**src/rtl/nor_cmd_decoder.sv**
```systemverilog
module nor_cmd_decoder #(
  parameter int AW            = 16,
  parameter int SECT_BITS     = 3,
  parameter int WINDOW_CYCLES = 8
) (
  input  logic                    clk,
  input  logic                    rst_n,
  input  logic                    wr_stb,
  input  logic [AW-1:0]           wr_addr,
  input  logic [7:0]              wr_data,
  input  logic                    alg_busy,
  output logic                    prog_go,
  output logic                    chip_go,
  output logic                    sect_go,
  output logic                    resume_go,
  output logic [AW-1:0]           tgt_addr,
  output logic [7:0]              tgt_data,
  output logic [2**SECT_BITS-1:0] sect_mask,
  output logic [2:0]              mode
);
  localparam int NSECT = 2**SECT_BITS;
  localparam int CW    = $clog2(WINDOW_CYCLES + 1);

  typedef enum logic [3:0] {
    S_READ, S_U1, S_U2, S_PARM, S_E1, S_E2, S_E3,
    S_PGM, S_CHIP, S_WIN, S_SERA, S_SUSP
  } state_t;

  state_t          state;
  logic [CW-1:0]   win_cnt;

  wire at555   = wr_addr[10:0] == 11'h555;
  wire at2aa   = wr_addr[10:0] == 11'h2AA;
  wire go_any  = prog_go | chip_go | sect_go | resume_go;
  wire [NSECT-1:0] sect_bit = NSECT'(1) << wr_addr[AW-1 -: SECT_BITS];
  wire run_done = !alg_busy && !go_any;

  always_comb begin
    case (state)
      S_PGM:   mode = 3'd1;
      S_CHIP:  mode = 3'd2;
      S_WIN:   mode = 3'd3;
      S_SERA:  mode = 3'd4;
      S_SUSP:  mode = 3'd5;
      default: mode = 3'd0;
    endcase
  end

  always_ff @(posedge clk or negedge rst_n) begin
    if (!rst_n) begin
      state     <= S_READ;
      win_cnt   <= '0;
      prog_go   <= 1'b0;
      chip_go   <= 1'b0;
      sect_go   <= 1'b0;
      resume_go <= 1'b0;
      tgt_addr  <= '0;
      tgt_data  <= '0;
      sect_mask <= '0;
    end else begin
      prog_go   <= 1'b0;
      chip_go   <= 1'b0;
      sect_go   <= 1'b0;
      resume_go <= 1'b0;
      case (state)
        S_READ:
          if (wr_stb && wr_data == 8'hAA && at555) state <= S_U1;
        S_U1:
          if (wr_stb) state <= (wr_data == 8'h55 && at2aa) ? S_U2 : S_READ;
        S_U2:
          if (wr_stb) begin
            if (wr_data == 8'hA0 && at555)      state <= S_PARM;
            else if (wr_data == 8'h80 && at555) state <= S_E1;
            else                                state <= S_READ;
          end
        S_PARM:
          if (wr_stb) begin
            if (wr_data == 8'hF0) state <= S_READ;
            else begin
              state    <= S_PGM;
              prog_go  <= 1'b1;
              tgt_addr <= wr_addr;
              tgt_data <= wr_data;
            end
          end
        S_E1:
          if (wr_stb) state <= (wr_data == 8'hAA && at555) ? S_E2 : S_READ;
        S_E2:
          if (wr_stb) state <= (wr_data == 8'h55 && at2aa) ? S_E3 : S_READ;
        S_E3:
          if (wr_stb) begin
            if (wr_data == 8'h10 && at555) begin
              state   <= S_CHIP;
              chip_go <= 1'b1;
            end else if (wr_data == 8'h30) begin
              state     <= S_WIN;
              sect_mask <= sect_bit;
              win_cnt   <= CW'(WINDOW_CYCLES);
            end else state <= S_READ;
          end
        S_PGM, S_CHIP:
          if (run_done) state <= S_READ;
        S_WIN:
          if (wr_stb) begin
            if (wr_data == 8'h30) begin
              sect_mask <= sect_mask | sect_bit;
              win_cnt   <= CW'(WINDOW_CYCLES);
            end else begin
              state     <= S_READ;
              sect_mask <= '0;
            end
          end else if (win_cnt <= CW'(1)) begin
            state   <= S_SERA;
            sect_go <= 1'b1;
          end else win_cnt <= win_cnt - 1'b1;
        S_SERA:
          if (wr_stb && wr_data == 8'hB0) state <= S_SUSP;
          else if (run_done) begin
            state     <= S_READ;
            sect_mask <= '0;
          end
        S_SUSP:
          if (wr_stb && wr_data == 8'h30) begin
            state     <= S_SERA;
            resume_go <= 1'b1;
          end
        default: state <= S_READ;
      endcase
    end
  end
endmodule

```
**config.mk**
```make
export PLATFORM = sky130hd
export DESIGN_NAME = nor_cmd_decoder
export DESIGN_NICKNAME = d
export VERILOG_FILES = /design/src/rtl/nor_cmd_decoder.sv
export SDC_FILE = /design/constraint.sdc
export NUM_CORES = 1
export LEC_CHECK = 0
export BUFFER_PORTS_ARGS = -buffer_cell sky130_fd_sc_hd__clkbuf_2
export CELL_PAD_IN_SITES_DETAIL_PLACEMENT = 1
export CELL_PAD_IN_SITES_GLOBAL_PLACEMENT = 1
export CORE_MARGIN = 1.5
export CORE_UTILIZATION = 25
export CTS_BUF_LIST = sky130_fd_sc_hd__clkbuf_2 sky130_fd_sc_hd__clkbuf_4 sky130_fd_sc_hd__clkbuf_8
export DETAILED_ROUTE_END_ITERATION = 16
export GPL_TIMING_DRIVEN = 0
export HOLD_SLACK_MARGIN = 0.02
export PLACE_DENSITY = 0.61
export SYNTH_ARGS = -nofsm -noshare
export SYNTH_HDL_FRONTEND = slang
export SYNTH_SLANG_ARGS = --single-unit
```
**constraint.sdc**
```tcl
create_clock -name clk -period 4.6 [get_ports clk]
set_input_delay 0 -clock clk [delete_from_list [all_inputs] [get_ports clk]]
set_output_delay 0 -clock clk [all_outputs]
set_load 0.03 [all_outputs]
```
Word-level counts from Yosys, hierarchy flattened
Cells that the tools add are included.
{"block": "totals", "regBits": 44, "latchBits": 0, "mem_bits_rw": 0, "romBits": 0, "input_bits": 28, "output_inout_bits": 39, "wordCells": 122, "n_memories": 0}
{"block": "op_classes", "add_sub_neg": 1, "mul": 0, "div_mod_pow": 0, "magnitude_cmp": 1, "n_eq_ne": 37, "shift": 1, "mux": 48, "bitwise": 5, "n_reduce_logical": 20}
{"operator": "two-way mux 4 bit", "n": 20}
{"operator": "two-way mux 8 bit", "n": 7}
{"operator": "case mux 4 bit (11 select lines)", "n": 1}
{"operator": "equality test 8 bit, second input constant", "n": 5}
{"operator": "!= test 2 bit, second input constant", "n": 13}
{"operator": "case mux 8 bit (3 select lines)", "n": 1}
{"operator": "equality test 4 x 3 -> 1 bit, second input constant", "n": 4}
{"operator": "equality test 4 bit, second input constant", "n": 4}
{"operator": "two-way mux 3 bit", "n": 5}
{"operator": "case mux 3 bit (5 select lines)", "n": 1}
{"operator": "equality test 11 x 10 -> 1 bit, second input constant", "n": 1}
{"operator": "equality test 11 bit, second input constant", "n": 1}
{"operator": "two-way mux 1 bit", "n": 11}
{"operator": "logical AND 1 bit", "n": 10}
{"operator": "AND reduction 10 bit", "n": 1}
{"operator": "!= test 3 bit, second input constant", "n": 3}
{"operator": "equality test 4 x 2 -> 1 bit, second input constant", "n": 2}
{"operator": "equality test 8 x 5 -> 1 bit, second input constant", "n": 1}
{"operator": "equality test 8 x 6 -> 1 bit, second input constant", "n": 1}
{"operator": "equality test 8 x 7 -> 1 bit, second input constant", "n": 1}
{"operator": "OR 8 bit", "n": 1}
{"operator": "case mux 4 bit (2 select lines)", "n": 1}
{"operator": "left shift 1 x 3 -> 8 bit, first input constant", "n": 1}
{"operator": "AND reduction 7 bit", "n": 1}
{"operator": "other kinds (13)", "n": 16}

Longest topological paths before layout
{"block": "depth", "depth_word": 8, "mapped_depth": 7, "ltp_nobuf": 6}

Worst setup path after synthesis
OpenSTA, ideal clock, no wires.
{"block": "synth_path", "kind": "flip-flop to flip-flop", "from": "register state[2]", "to": "register state[0]", "setup_time_ns": 0.128, "arrival_time_ns": 1.689, "required_time_ns": 4.472, "setup_slack_ns": 2.783, "path_stages_with_launch": 7, "n_path_buf": 1, "period_less_slack_ns": 1.817, "path_cell_list": "dfrtp_1 clkbuf_4 or2_1 nor3_1 a21bo_2 a21oi_2 mux2_1"}
{"block": "synth_via", "elab_chain_len": 3, "word_cells_on_any_way": 25, "cone_classes": "eq/ne (21); mux (1); reduce/logical (3)"}
{"item": "from (decl)", "line_no": "29", "source": "state_t state;"}
{"item": "from (signal assigned)", "line_no": "69", "source": "if (wr_stb) state <= (wr_data == 8'h55 && at2aa) ? S_U2 : S_READ;"}
{"item": "from (signal assigned)", "line_no": "87", "source": "if (wr_stb) state <= (wr_data == 8'hAA && at555) ? S_E2 : S_READ;"}
{"item": "from (signal assigned)", "line_no": "89", "source": "if (wr_stb) state <= (wr_data == 8'h55 && at2aa) ? S_E3 : S_READ;"}
{"item": "equality test 4 bit (tied with other cells)", "line_no": "65", "source": "case (state)"}
{"item": "!= test 3 bit (no source line) (tied with other cells)"}
{"item": "AND reduction 10 bit (no source line) / case mux 4 bit (11 select lines) (equally long branches)"}
Several ways; a longest one is shown, not always the timed one.
A chain may end at the register's enable or synchronous reset.

Final worst setup path
{"block": "layout_path", "from": "register state[1]", "to": "register state[0]"}
The elaborated chain is that of the path after synthesis.

==> flow_summary.yaml <==
status:
  status: "completed"
power:
  leakage_uw: 0.00157
  max-vdd-ir-drop_mv: 0.278
  cellPowerDensity_nw_per_um2: 423
  totalPowerFinal_uw: 1430
timing:
  hold_viol: 0
  finalCritPeriodShare: 0.464
  finalSetupViolations: 0
  setup_tns_ns: 0
  period_minus_slack_ns: 2.13
  maxSlewHeadroom: 0.263
  finClkSkew_ns: 0.00526
  tightest_slew_ns: 1.11
  rsz0062_at_grt: "false"
  timing.final.max_slew_violations: 0
  max_freq_ghz: 0.469
  worst_hold_slack_ns: 0.0248
route:
  via_count: 2291
  wl_per_cell_um: 16.6
  routed_via_density: 4.93
  drcViolationCount: 0
  routed_wl_mm: 7.70
  dr.pass1.iters: 4
  drt_iter0_drc: 57
  drtAntennaViolNets: 0
logic_synthesis:
  muxShareOfSynthArea: 0.139
  synthTopCellsByArea: "dfrtp_1, mux2_4, nor2_1, mux2_2, a21oi_1"
  ys_ff_latch: 44
  synth_flop_cell: "dfrtp_1"
  synth-edff-count: 0
  synth_top_area_frac: 0.421
  yosysUniqueCellTypes: 66
  synth_largest_area_cell: "dfrtp_1"
  synth_area_um2: 2610
  synth-compound-area-share: 0.135
  yosysSeqAreaShare: 0.421
  synthAdderAreaFrac: 0.00958
  syn_nets: 268
  synthCells: 238
  synth_simple_gate_area_frac: 0.261
  ys.warnings.count: 0
  syn_area_per_cell_um2: 11.0
  synthXorXnorAreaFrac: 0
  synth_top_family_by_area: "simple AND/OR/NAND/NOR gates"
  async_flop_share: 1.00
clock_tree:
  clk-insertion-delay-late_ns: 0.30
  cts_sinks: 44
  cts-root-buf: "clkbuf_8"
  post_cts_buffers: 0
  cts_buffer_depth: 2
  cts_tree: "done"
  cts-htree-levels: 2
  path_clk_slew_ns: 0.09
  cts_inserted_buffers: 5
cells_and_area:
  stdcell_area_um2: 3370
  multi_input_area_um2: 1420
  fillers: 1166
  diodes: 0
  area_growth_syn_to_layout_pct: 29.0
  drive_gt1_frac: 0.368
  final_cells: 465
  finalNetCount: 358
  seqCellArea_um2: 1100
hold_path:
  min_path_type: "primary input to register"
die:
  coreArea_um2: 10200
  fp-row-count: 37
  initial_core_util: 0.255
  io_pins: 67
  die_h_um: 105
  fp.dieW_um: 105
  die_area_um2: 11100
global_route:
  antenna_found_initial: 0
  grt_overflow: 0
  grt_pass1_vias: 2484
  grt_max_degree: 45
  grt_pass1_wl_mm: 12.9
  groute.usage.overall: 0.144
worst_setup_path:
  worst-path-max-fanout: 6
  cp-end-kind: "register"
  critical_path_class: "register to register"
  arrival_ns: 2.32
  startpoint_type: "register"
  required_ns: 4.79
flow_run:
  cap_viol_max_count: 0
place:
  port_buffers: 66
  dp.cells: 440
  hpwl_mm: 5.59
  place.gp.congestion: 0.821
  placed_cell_area_um2: 3110
[synthesized netlist by cell type, types with 2 or more instances]
cell type  number
inv_1           6
nor4bb_1        2
nand2_1         8
ha_1            2
nor3b_1         2
buf_6           4
mux2_4         19
o2bb2ai_1       2
o31ai_1         6
a31oi_1         5
nand4bb_1       4
a21oi_1        11
nor2_1         17
nor2b_1         5
mux2_2          5
dfrtp_1        44
nand4_1         5
nand3_1         8
and3b_1         2
and2_1          2
or2_2           3
and3_1          6
nor4_2          2
nor3_1          9
o21ai_0         7
nand4b_1        4
nor4_1          2
a211oi_1        3
nand3b_1        2
o22ai_1         2
clkbuf_1        3
nand2b_1        2
[worst max-delay path, cell delays in order (launching register included)]
cell and delay (ns):
dfrtp_1 0.47, nand4bb_1 0.44, nor4_1 0.35, a211oi_1 0.14
a21oi_2 0.26, mux2_1 0.35
[sequential cells by signal, summed over array words and instances (netlist names)]
register / flops
resume_go: 1
tgt_data: 8
sect_go: 1
win_cnt: 4
prog_go: 1
sect_mask: 8
tgt_addr: 16
state: 4
chip_go: 1
[cell type report]
type / instances / area share
multi-input cells: 179 / 0.421
flip-flops and latches: 44 / 0.327
repair buffers: 83 / 0.148
well taps: 136 / 0.0505
clock buffers: 5 / 0.0204
plain buffers: 9 / 0.0204
inverters: 6 / 0.00668
clock inverters: 3 / 0.00557
[metrics by stage]
step                       util  setup slack, ns
after floorplan               -             2.78
after global placement    0.304             2.56
after detailed placement  0.304             2.50
after CTS                 0.329             2.50
after global routing      0.329             2.36
final                     0.329             2.47
[per-layer routing]
layer / vias to the layer above / track usage / wire [um]
met5: - / 0 / 0
met4: 0 / 0.0274 / 51
met3: 6 / 0.0223 / 254
met2: 52 / 0.249 / 3700
met1: 1151 / 0.192 / 3690
li1: 1082 / - / -
[report_power, final]
group / switching [uW] / internal (uW)
registers: 65.2 / 498
clock network: 144 / 106
logic: 367 / 245
total: 577 / 849
[placed cells by master (no fill, tap or decap), types with 2 or more instances in the layout]
cell type / n
and2_1: 2
dfrtp_1: 44
a21oi_1: 11
clkbuf_2: 66
nor2_1: 17
nor3_1: 9
mux2_4: 19
ha_1: 2
nor4bb_1: 2
nor4_2: 2
or2_2: 3
nor2b_1: 5
buf_6: 4
clkbuf_8: 5
nand4b_1: 4
o31ai_1: 6
mux2_2: 5
dlygate4sd3_1: 17
and3b_1: 2
nor4_1: 2
o21ai_0: 7
clkinv_2: 2
clkbuf_1: 3
and3_1: 6
o2bb2ai_1: 2
inv_1: 6
a211oi_1: 3
nand2_1: 8
nand4bb_1: 4
nand4_1: 5
nand3b_1: 2
a31oi_1: 5
nand3_1: 8
nor3b_1: 2
nand2b_1: 2
o22ai_1: 2
[cell families after synthesis]
family	count (synthesis)
adders and majority gates	2
AOI/OAI and AO/OA	50
DFF	44
and+or+nand+nor	101
buffers and inverters	15
muxes	26
[what timing repair did]
| item | CTS | global route |
|---|---|---|
| hold endpoints to repair | 60 | 0 |
| resized for setup | 0 | 0 |
| hold buffers | 17 | 0 |
[worst paths after layout]
kind                                              start                       to  slack (ns)  cells past startpoint
min in group asynchronous                         rst_n   win_cnt[0]$_DFFE_PN0P_        0.45                      2
worst max register to register     state[1]$_DFFE_PN0P_     state[0]$_DFFE_PN0P_        2.47                      5
worst min-delay path                         wr_data[2]  tgt_data[2]$_DFFE_PN0P_        0.02                      2
worst min register to register  tgt_addr[1]$_DFFE_PN0P_  tgt_addr[1]$_DFFE_PN0P_        0.52                      1
worst max-delay path               state[1]$_DFFE_PN0P_     state[0]$_DFFE_PN0P_        2.47                      5
max in group asynchronous                         rst_n  tgt_data[2]$_DFFE_PN0P_        3.48                      2
Note: power is estimated with default switching activity, not from simulation.
